File: config.mk
export PLATFORM = sky130hd
export DESIGN_NAME = sncvt_top
export DESIGN_NICKNAME = d
export VERILOG_FILES = /design/src/rtl/sncvt_pkg.sv /design/src/rtl/sncvt_decode.sv /design/src/rtl/sncvt_ctrl.sv /design/src/rtl/sncvt_encode.sv /design/src/rtl/sncvt_top.sv
export SDC_FILE = /design/constraint.sdc
export NUM_CORES = 1
export LEC_CHECK = 0
export ABC_AREA = 1
export BUFFER_PORTS_ARGS = -buffer_cell sky130_fd_sc_hd__buf_2
export CAP_MARGIN = 15
export CORE_UTILIZATION = 26
export DETAILED_ROUTE_END_ITERATION = 16
export MAX_ROUTING_LAYER = met4
export RECOVER_POWER = 50
export SLEW_MARGIN = 0
export SYNTH_ARGS = -nofsm -noshare
export SYNTH_HDL_FRONTEND = slang
export SYNTH_HIERARCHICAL = 1
export SYNTH_SLANG_ARGS = --single-unit
File: constraint.sdc
create_clock -name vclk -period 2.8
set_input_delay 0.42 -clock vclk [all_inputs]
set_output_delay 0.42 -clock vclk [all_outputs]
set_load 0.02 [all_outputs]
File: src/rtl/sncvt_pkg.sv
package sncvt_pkg;

  typedef enum logic [1:0] {
    FMT_SIGNMAG = 2'd0,
    FMT_EXCESS  = 2'd1,
    FMT_ONES    = 2'd2,
    FMT_TWOS    = 2'd3
  } fmtSel_e;

  // strobes from control to the encoding datapath
  typedef struct packed {
    logic negate;     // value below zero: build the negative form
    logic forceZero;  // drive an all-zero code
    logic unrep;      // value has no code in the destination
    logic negZero;    // input was a negative-zero code
  } sncStrobe_t;

endpackage

File: src/rtl/sncvt_decode.sv
module sncvt_decode
  import sncvt_pkg::*;
#(
  parameter int W = 4,
  localparam int VW = W + 1
) (
  input  logic [W-1:0]  codeIn,
  input  fmtSel_e       srcFmt,
  output logic [VW-1:0] valueOut
);

  localparam logic [VW-1:0] EXCESS_V = VW'(1) << (W - 1);

  logic [VW-1:0] smMag;
  logic [VW-1:0] onesMag;
  logic [VW-1:0] plainV;

  assign smMag   = {2'b00, codeIn[W-2:0]};
  assign onesMag = {1'b0, ~codeIn};
  assign plainV  = {1'b0, codeIn};

  always_comb begin
    case (srcFmt)
      FMT_SIGNMAG: valueOut = codeIn[W-1] ? (~smMag + VW'(1)) : smMag;
      FMT_EXCESS:  valueOut = plainV - EXCESS_V;
      FMT_ONES:    valueOut = codeIn[W-1] ? (~onesMag + VW'(1)) : plainV;
      FMT_TWOS:    valueOut = {codeIn[W-1], codeIn};
      default:     valueOut = '0;
    endcase
  end

endmodule

File: src/rtl/sncvt_ctrl.sv
module sncvt_ctrl
  import sncvt_pkg::*;
#(
  parameter int W = 4,
  localparam int VW = W + 1
) (
  input  logic [W-1:0]  codeIn,
  input  fmtSel_e       srcFmt,
  input  fmtSel_e       dstFmt,
  input  logic [VW-1:0] valueIn,
  output sncStrobe_t    strobe
);

  localparam logic [VW-1:0] MIN_V   = {2'b11, {(W-1){1'b0}}};
  localparam logic [W-1:0]  SM_NEG0 = {1'b1, {(W-1){1'b0}}};
  localparam logic [W-1:0]  OC_NEG0 = {W{1'b1}};

  logic narrowDst;
  logic isMin;

  assign narrowDst = (dstFmt == FMT_SIGNMAG) || (dstFmt == FMT_ONES);
  assign isMin     = (valueIn == MIN_V);

  always_comb begin
    strobe.unrep     = narrowDst && isMin;
    strobe.forceZero = narrowDst && isMin;
    strobe.negate    = valueIn[VW-1];
    strobe.negZero   = ((srcFmt == FMT_SIGNMAG) && (codeIn == SM_NEG0)) ||
                       ((srcFmt == FMT_ONES) && (codeIn == OC_NEG0));
  end

endmodule

File: src/rtl/sncvt_encode.sv
module sncvt_encode
  import sncvt_pkg::*;
#(
  parameter int W = 4,
  localparam int VW = W + 1
) (
  input  logic [VW-1:0] valueIn,
  input  fmtSel_e       dstFmt,
  input  sncStrobe_t    strobe,
  output logic [W-1:0]  codeOut
);

  localparam logic [VW-1:0] EXCESS_V = VW'(1) << (W - 1);

  logic [W-1:0] magW;

  assign magW = strobe.negate ? W'(~valueIn + VW'(1)) : valueIn[W-1:0];

  always_comb begin
    if (strobe.forceZero) begin
      codeOut = '0;
    end else begin
      case (dstFmt)
        FMT_SIGNMAG: codeOut = {strobe.negate, magW[W-2:0]};
        FMT_EXCESS:  codeOut = W'(valueIn + EXCESS_V);
        FMT_ONES:    codeOut = strobe.negate ? ~magW : magW;
        FMT_TWOS:    codeOut = valueIn[W-1:0];
        default:     codeOut = '0;
      endcase
    end
  end

endmodule

File: src/rtl/sncvt_top.sv
module sncvt_top
  import sncvt_pkg::*;
(
  input  logic [3:0] codeIn,
  input  logic [1:0] srcFmt,
  input  logic [1:0] dstFmt,
  output logic [3:0] codeOut,
  output logic       unrepresentable,
  output logic       negZeroIn
);

  localparam int W  = 4;
  localparam int VW = W + 1;

  fmtSel_e       srcSel;
  fmtSel_e       dstSel;
  logic [VW-1:0] midValue;
  sncStrobe_t    strobe;

  assign srcSel = fmtSel_e'(srcFmt);
  assign dstSel = fmtSel_e'(dstFmt);

  sncvt_decode #(.W(W)) decode_i (
    .codeIn   (codeIn),
    .srcFmt   (srcSel),
    .valueOut (midValue)
  );

  sncvt_ctrl #(.W(W)) ctrl_i (
    .codeIn  (codeIn),
    .srcFmt  (srcSel),
    .dstFmt  (dstSel),
    .valueIn (midValue),
    .strobe  (strobe)
  );

  sncvt_encode #(.W(W)) encode_i (
    .valueIn (midValue),
    .dstFmt  (dstSel),
    .strobe  (strobe),
    .codeOut (codeOut)
  );

  assign unrepresentable = strobe.unrep;
  assign negZeroIn       = strobe.negZero;

endmodule

==> results of run 1 <==
## cell usage in the layout (no fill, tap or decap)
cell type and instances:
nand3_1 13, nand2_1 28, nor3_2 1, inv_1 16, a31oi_1 1, clkbuf_1 3, xor2_1 2, a21oi_1 4
nor2_1 19, inv_2 2, nor2_4 1, buf_2 11, nor2_2 2, o21ai_0 1, or2_0 1, ha_1 4
nand3_2 2
## cell type report
type,count,area share (%)
Inverter,18,11.9
Multi-Input combinational cell,79,70.8
Tap cell,25,5.53
Timing Repair Buffer,14,11.7
## layer usage
metal	vias to the layer above	wire, um
met5	-	0
met3	0	29
li1	332	-
met1	251	535
met4	0	0
met2	16	530
## tightest hold or removal path, stage by stage
cell,delay (ns)
buf_2,0.12
nand3_2,0.07
nand2_1,0.06
nor2_1,0.03
buf_2,0.14
## stage by stage
step,util (%),setup WS (ns)
final,32.8,0.271
after floorplan,-,0.421
after global placement,33.0,0.315
after CTS,33.0,0.273
after global routing,32.8,0.0424
after detailed placement,33.0,0.282
## final timing paths
kind,start,to,cells past startpoint
min,dstFmt[1],codeOut[3],5
max,codeIn[0],codeOut[3],13
## report_power, final
part | switching (W) | internal, W
registers | 0 | 0
clock network | 0 | 0
logic | 0.0000692 | 0.0000361
total | 0.0000692 | 0.0000361
## cells by family (layout without fill, tap and decap cells)
family,Yosys count,after routing
AND/OR/NAND/NOR,67,67
XOR/XNOR,2,2
AO/OA/AOI/OAI,6,6
buffers and inverters,20,32
adder cells (fa/ha/maj),4,4
==> qor.yml, run 1 <==
num_vias: 599
grt_overflow: 0
worstMarginPinSlew_ns: 0.330
use_met1_pct: 15.4
grt.total_usage_pct: 11.6
synth_top_family_by_area: "simple AND/OR/NAND/NOR gates"
yosysUniqueCellTypes: 16
fin_cells: 136
grt_max_degree: 9
hp-class: "primary input to primary output"
grt_pass1_wl_mm: 1.79
vias_per_cell: 4.40
max_stage_delay_ns: 0.28
die_w_um: 45.1
setup_viol: 0
fp-row-count: 15
worstPathRequired_ns: 2.38
drt-pass1-iter-count: 6
synth_cells: 99
peakVddDrop_uv: 60.9
maxCapViolCount: 0
coreArea_sq_um: 1730
pin_count: 14
synth_most_common_cell: "nand2_1"
final_nets: 125
cp_slowest_cell: "nor2_1"
dp.cells: 136
dpl_cell_area_sq_um: 569
cts_resized: 0
arrival_ns: 2.11
nClkBuffers: 0
wl_per_cell_um: 8.06
whs_ns: 1.27
cts_setup_buffers: 0
drtIter0Drc: 13
portBuffers: 14
antenna_found_initial: 0
post_route_cells_drive_above_1_share_pct: 17.1
yosys.area.top_type_share_pct: 21.8
crit_type: "primary input to primary output"
fp.dieArea_sq_um: 2030
syn_avg_cell_area_sq_um: 4.88
fillers: 199
path_max_fanout: 6
cp-start-kind: "primary input"
drt-total-wl_mm: 1.10
hpwlAfterDp_um: 969
synth_xor_xnor_area_share_pct: 3.63
yosys.area_share.adder_pct: 10.4
synthToLayoutAreaGrowth_pct: 17.1
rsz0062_at_grt: "false"
final_hold_viol_count: 0
synth-compound-area-share_pct: 6.48
fmax_mhz: 395
gp_congestion: 0.884
synth.area.top_cells: "nand2_1, nor2_1, nand3_1, inv_1, ha_1"
path_cells: "buf_2, inv_1, ha_1, ha_1, nand3_1, nand3_1, nor2_1, nand3_1, nor2_1, a31oi_1, nand2_1, nor2_1, buf_2"
ys_top_cells_by_count: "nand2_1, nor2_1, inv_1, nand3_1"
slew_headroom_pct: 77.9
synth_top_cell_by_area: "nand2_1"
die_h_um: 45.1
status: "finished clean"
path_buf_inv: 3
synthMuxAreaShare_pct: 0
synth-seq-area-share_pct: 0
synth-simple-area-share_pct: 62.4
cp_top_family: "simple AND/OR/NAND/NOR gates"
period_share_pct: 90.3
setup_tns_ns: 0
grt_pass1_vias: 449
cp-end-kind: "primary output"
period_needed_ns: 2.53
antenna_cells: 0
p_leak_nw: 0.329
drc: 0
grt_util_met3_pct: 0
postCtsHoldBufs: 0
power.density_nw_per_um2: 186
flops_and_latches: 0
grt.busiest_layer: "met2"
drtAntennaViolNets: 0
seqCellArea_sq_um: 0
use_met2_pct: 20.9
drv_slew: 0
yosys_warnings: 6
final_area_sq_um: 566
initial_core_util_pct: 28.0
multi_input_area_sq_um: 400
synth_fp_nets: 111
netlist_area_sq_um: 483
power_w: 0.000105
Power figures use the tool's default switching activity.
==> run 2: changes to the inputs <==
Settings changed: CORE_ASPECT_RATIO set to 1.2.
==> qor.yml, run 2 (same netlist as run 1, synthesis figures left out) <==
cts_resized: 0
postCtsHoldBufs: 0
die_w_um: 41.3
period_share_pct: 93.0
flops_and_latches: 0
period_needed_ns: 2.60
status: "finished clean"
gp_congestion: 0.833
fmax_mhz: 384
rsz0062_at_grt: "false"
fp-row-count: 16
final_nets: 126
whs_ns: 1.27
crit_type: "primary input to primary output"
path_cells: "buf_2, inv_1, ha_1, ha_1, nand3_1, nand3_1, nor2_1, nand3_1, nor2_1, a21oi_1, nand2_1, nor2_1, buf_2"
crit_start: "codeIn[0]"
dp.cells: 130
num_vias: 609
coreArea_sq_um: 1680
synthToLayoutAreaGrowth_pct: 16.8
initial_core_util_pct: 28.7
final_common_cell: "nand2_1"
power.density_nw_per_um2: 191
fin_cells: 130
cp-start-kind: "primary input"
arrival_ns: 2.18
grt.total_usage_pct: 12.6
grt_max_degree: 9
pin_count: 14
layout_common_cells: "nand2_1, nor2_1, inv_1"
nClkBuffers: 0
grt_overflow: 0
cts_setup_buffers: 0
antenna_found_initial: 0
cp-end-kind: "primary output"
p_leak_nw: 0.335
final_hold_viol_count: 0
path_buf_inv: 3
cp_top_family: "simple AND/OR/NAND/NOR gates"
path_max_fanout: 6
drt-pass1-iter-count: 3
die_h_um: 49.2
hp-start: "codeIn[1]"
grt_pass1_wl_mm: 1.89
worstPathRequired_ns: 2.38
seqCellArea_sq_um: 0
drtAntennaViolNets: 0
post_route_cells_drive_above_1_share_pct: 17.9
cp_slowest_cell: "nor2_1"
wl_per_cell_um: 9.03
fp.dieArea_sq_um: 2030
setup_viol: 0
worstMarginPinSlew_ns: 0.416
peakVddDrop_uv: 63.4
maxCapViolCount: 0
hpwlAfterDp_mm: 1.01
max_stage_delay_ns: 0.34
portBuffers: 14
vias_per_cell: 4.68
drtIter0Drc: 5
antenna_cells: 0
drt-total-wl_mm: 1.17
slew_headroom_pct: 72.1
hp-class: "primary input to primary output"
drc: 0
drv_slew: 0
setup_tns_ns: 0
grt_pass1_vias: 515
## run 2: changes by cell type in the layout (fill, tap and decap cells not counted)
cell / change
buf_4: +1
## run 2: cell type report
cell class / instances / area [sq um]
multi-input combinational: 79 / 400
tap: 18 / 22.5
timing repair buffer: 15 / 73.8
inverter: 18 / 67.6
fill: 209 / 1120
## run 2: worst paths after layout
check | cells after the start | end | slack, ns
worst max-delay path | 13 | codeOut[2] | 0.20
worst min-delay path | 5 | negZeroIn | 1.27
## run 2: tightest hold or removal path, delay by kind of cell
kind | cells | cell delay [ns]
and+or+nand+nor | 3 | 0.17
buffers and inverters | 2 | 0.27
## run 2: metal layers
| layer | up-vias | part of all wire (%) | GRT usage, % |
|---|---|---|---|
| li1 | 331 | - | - |
| met1 | 266 | 44 | 13.5 |
| met2 | 12 | 53 | 25.0 |
| met3 | 0 | 2.3 | 0 |
| met4 | 0 | 0 | 0 |
| met5 | - | 0 | - |
## run 2: metrics by stage
stage          utilization, %  instance area (sq um)  total power (W)  setup slack [ns]
6_report                 33.6                    564         0.000108             0.196
5_1_grt                  33.6                    564         0.000123            0.0231
4_1_cts                  33.8                    568         0.000110             0.165
3_5_place_dp             33.8                    568         0.000110             0.168
3_3_place_gp             33.8                    568         0.000106             0.221
2_1_floorplan               -                    483        0.0000763             0.421
## run 2: report_power, final
group / leakage [nW] / switching (W) / internal, W / total (W)
registers: 0 / 0 / 0 / 0
clock network: 0 / 0 / 0 / 0
logic: 0.335 / 0.0000701 / 0.0000378 / 0.000108
total: 0.335 / 0.0000701 / 0.0000378 / 0.000108
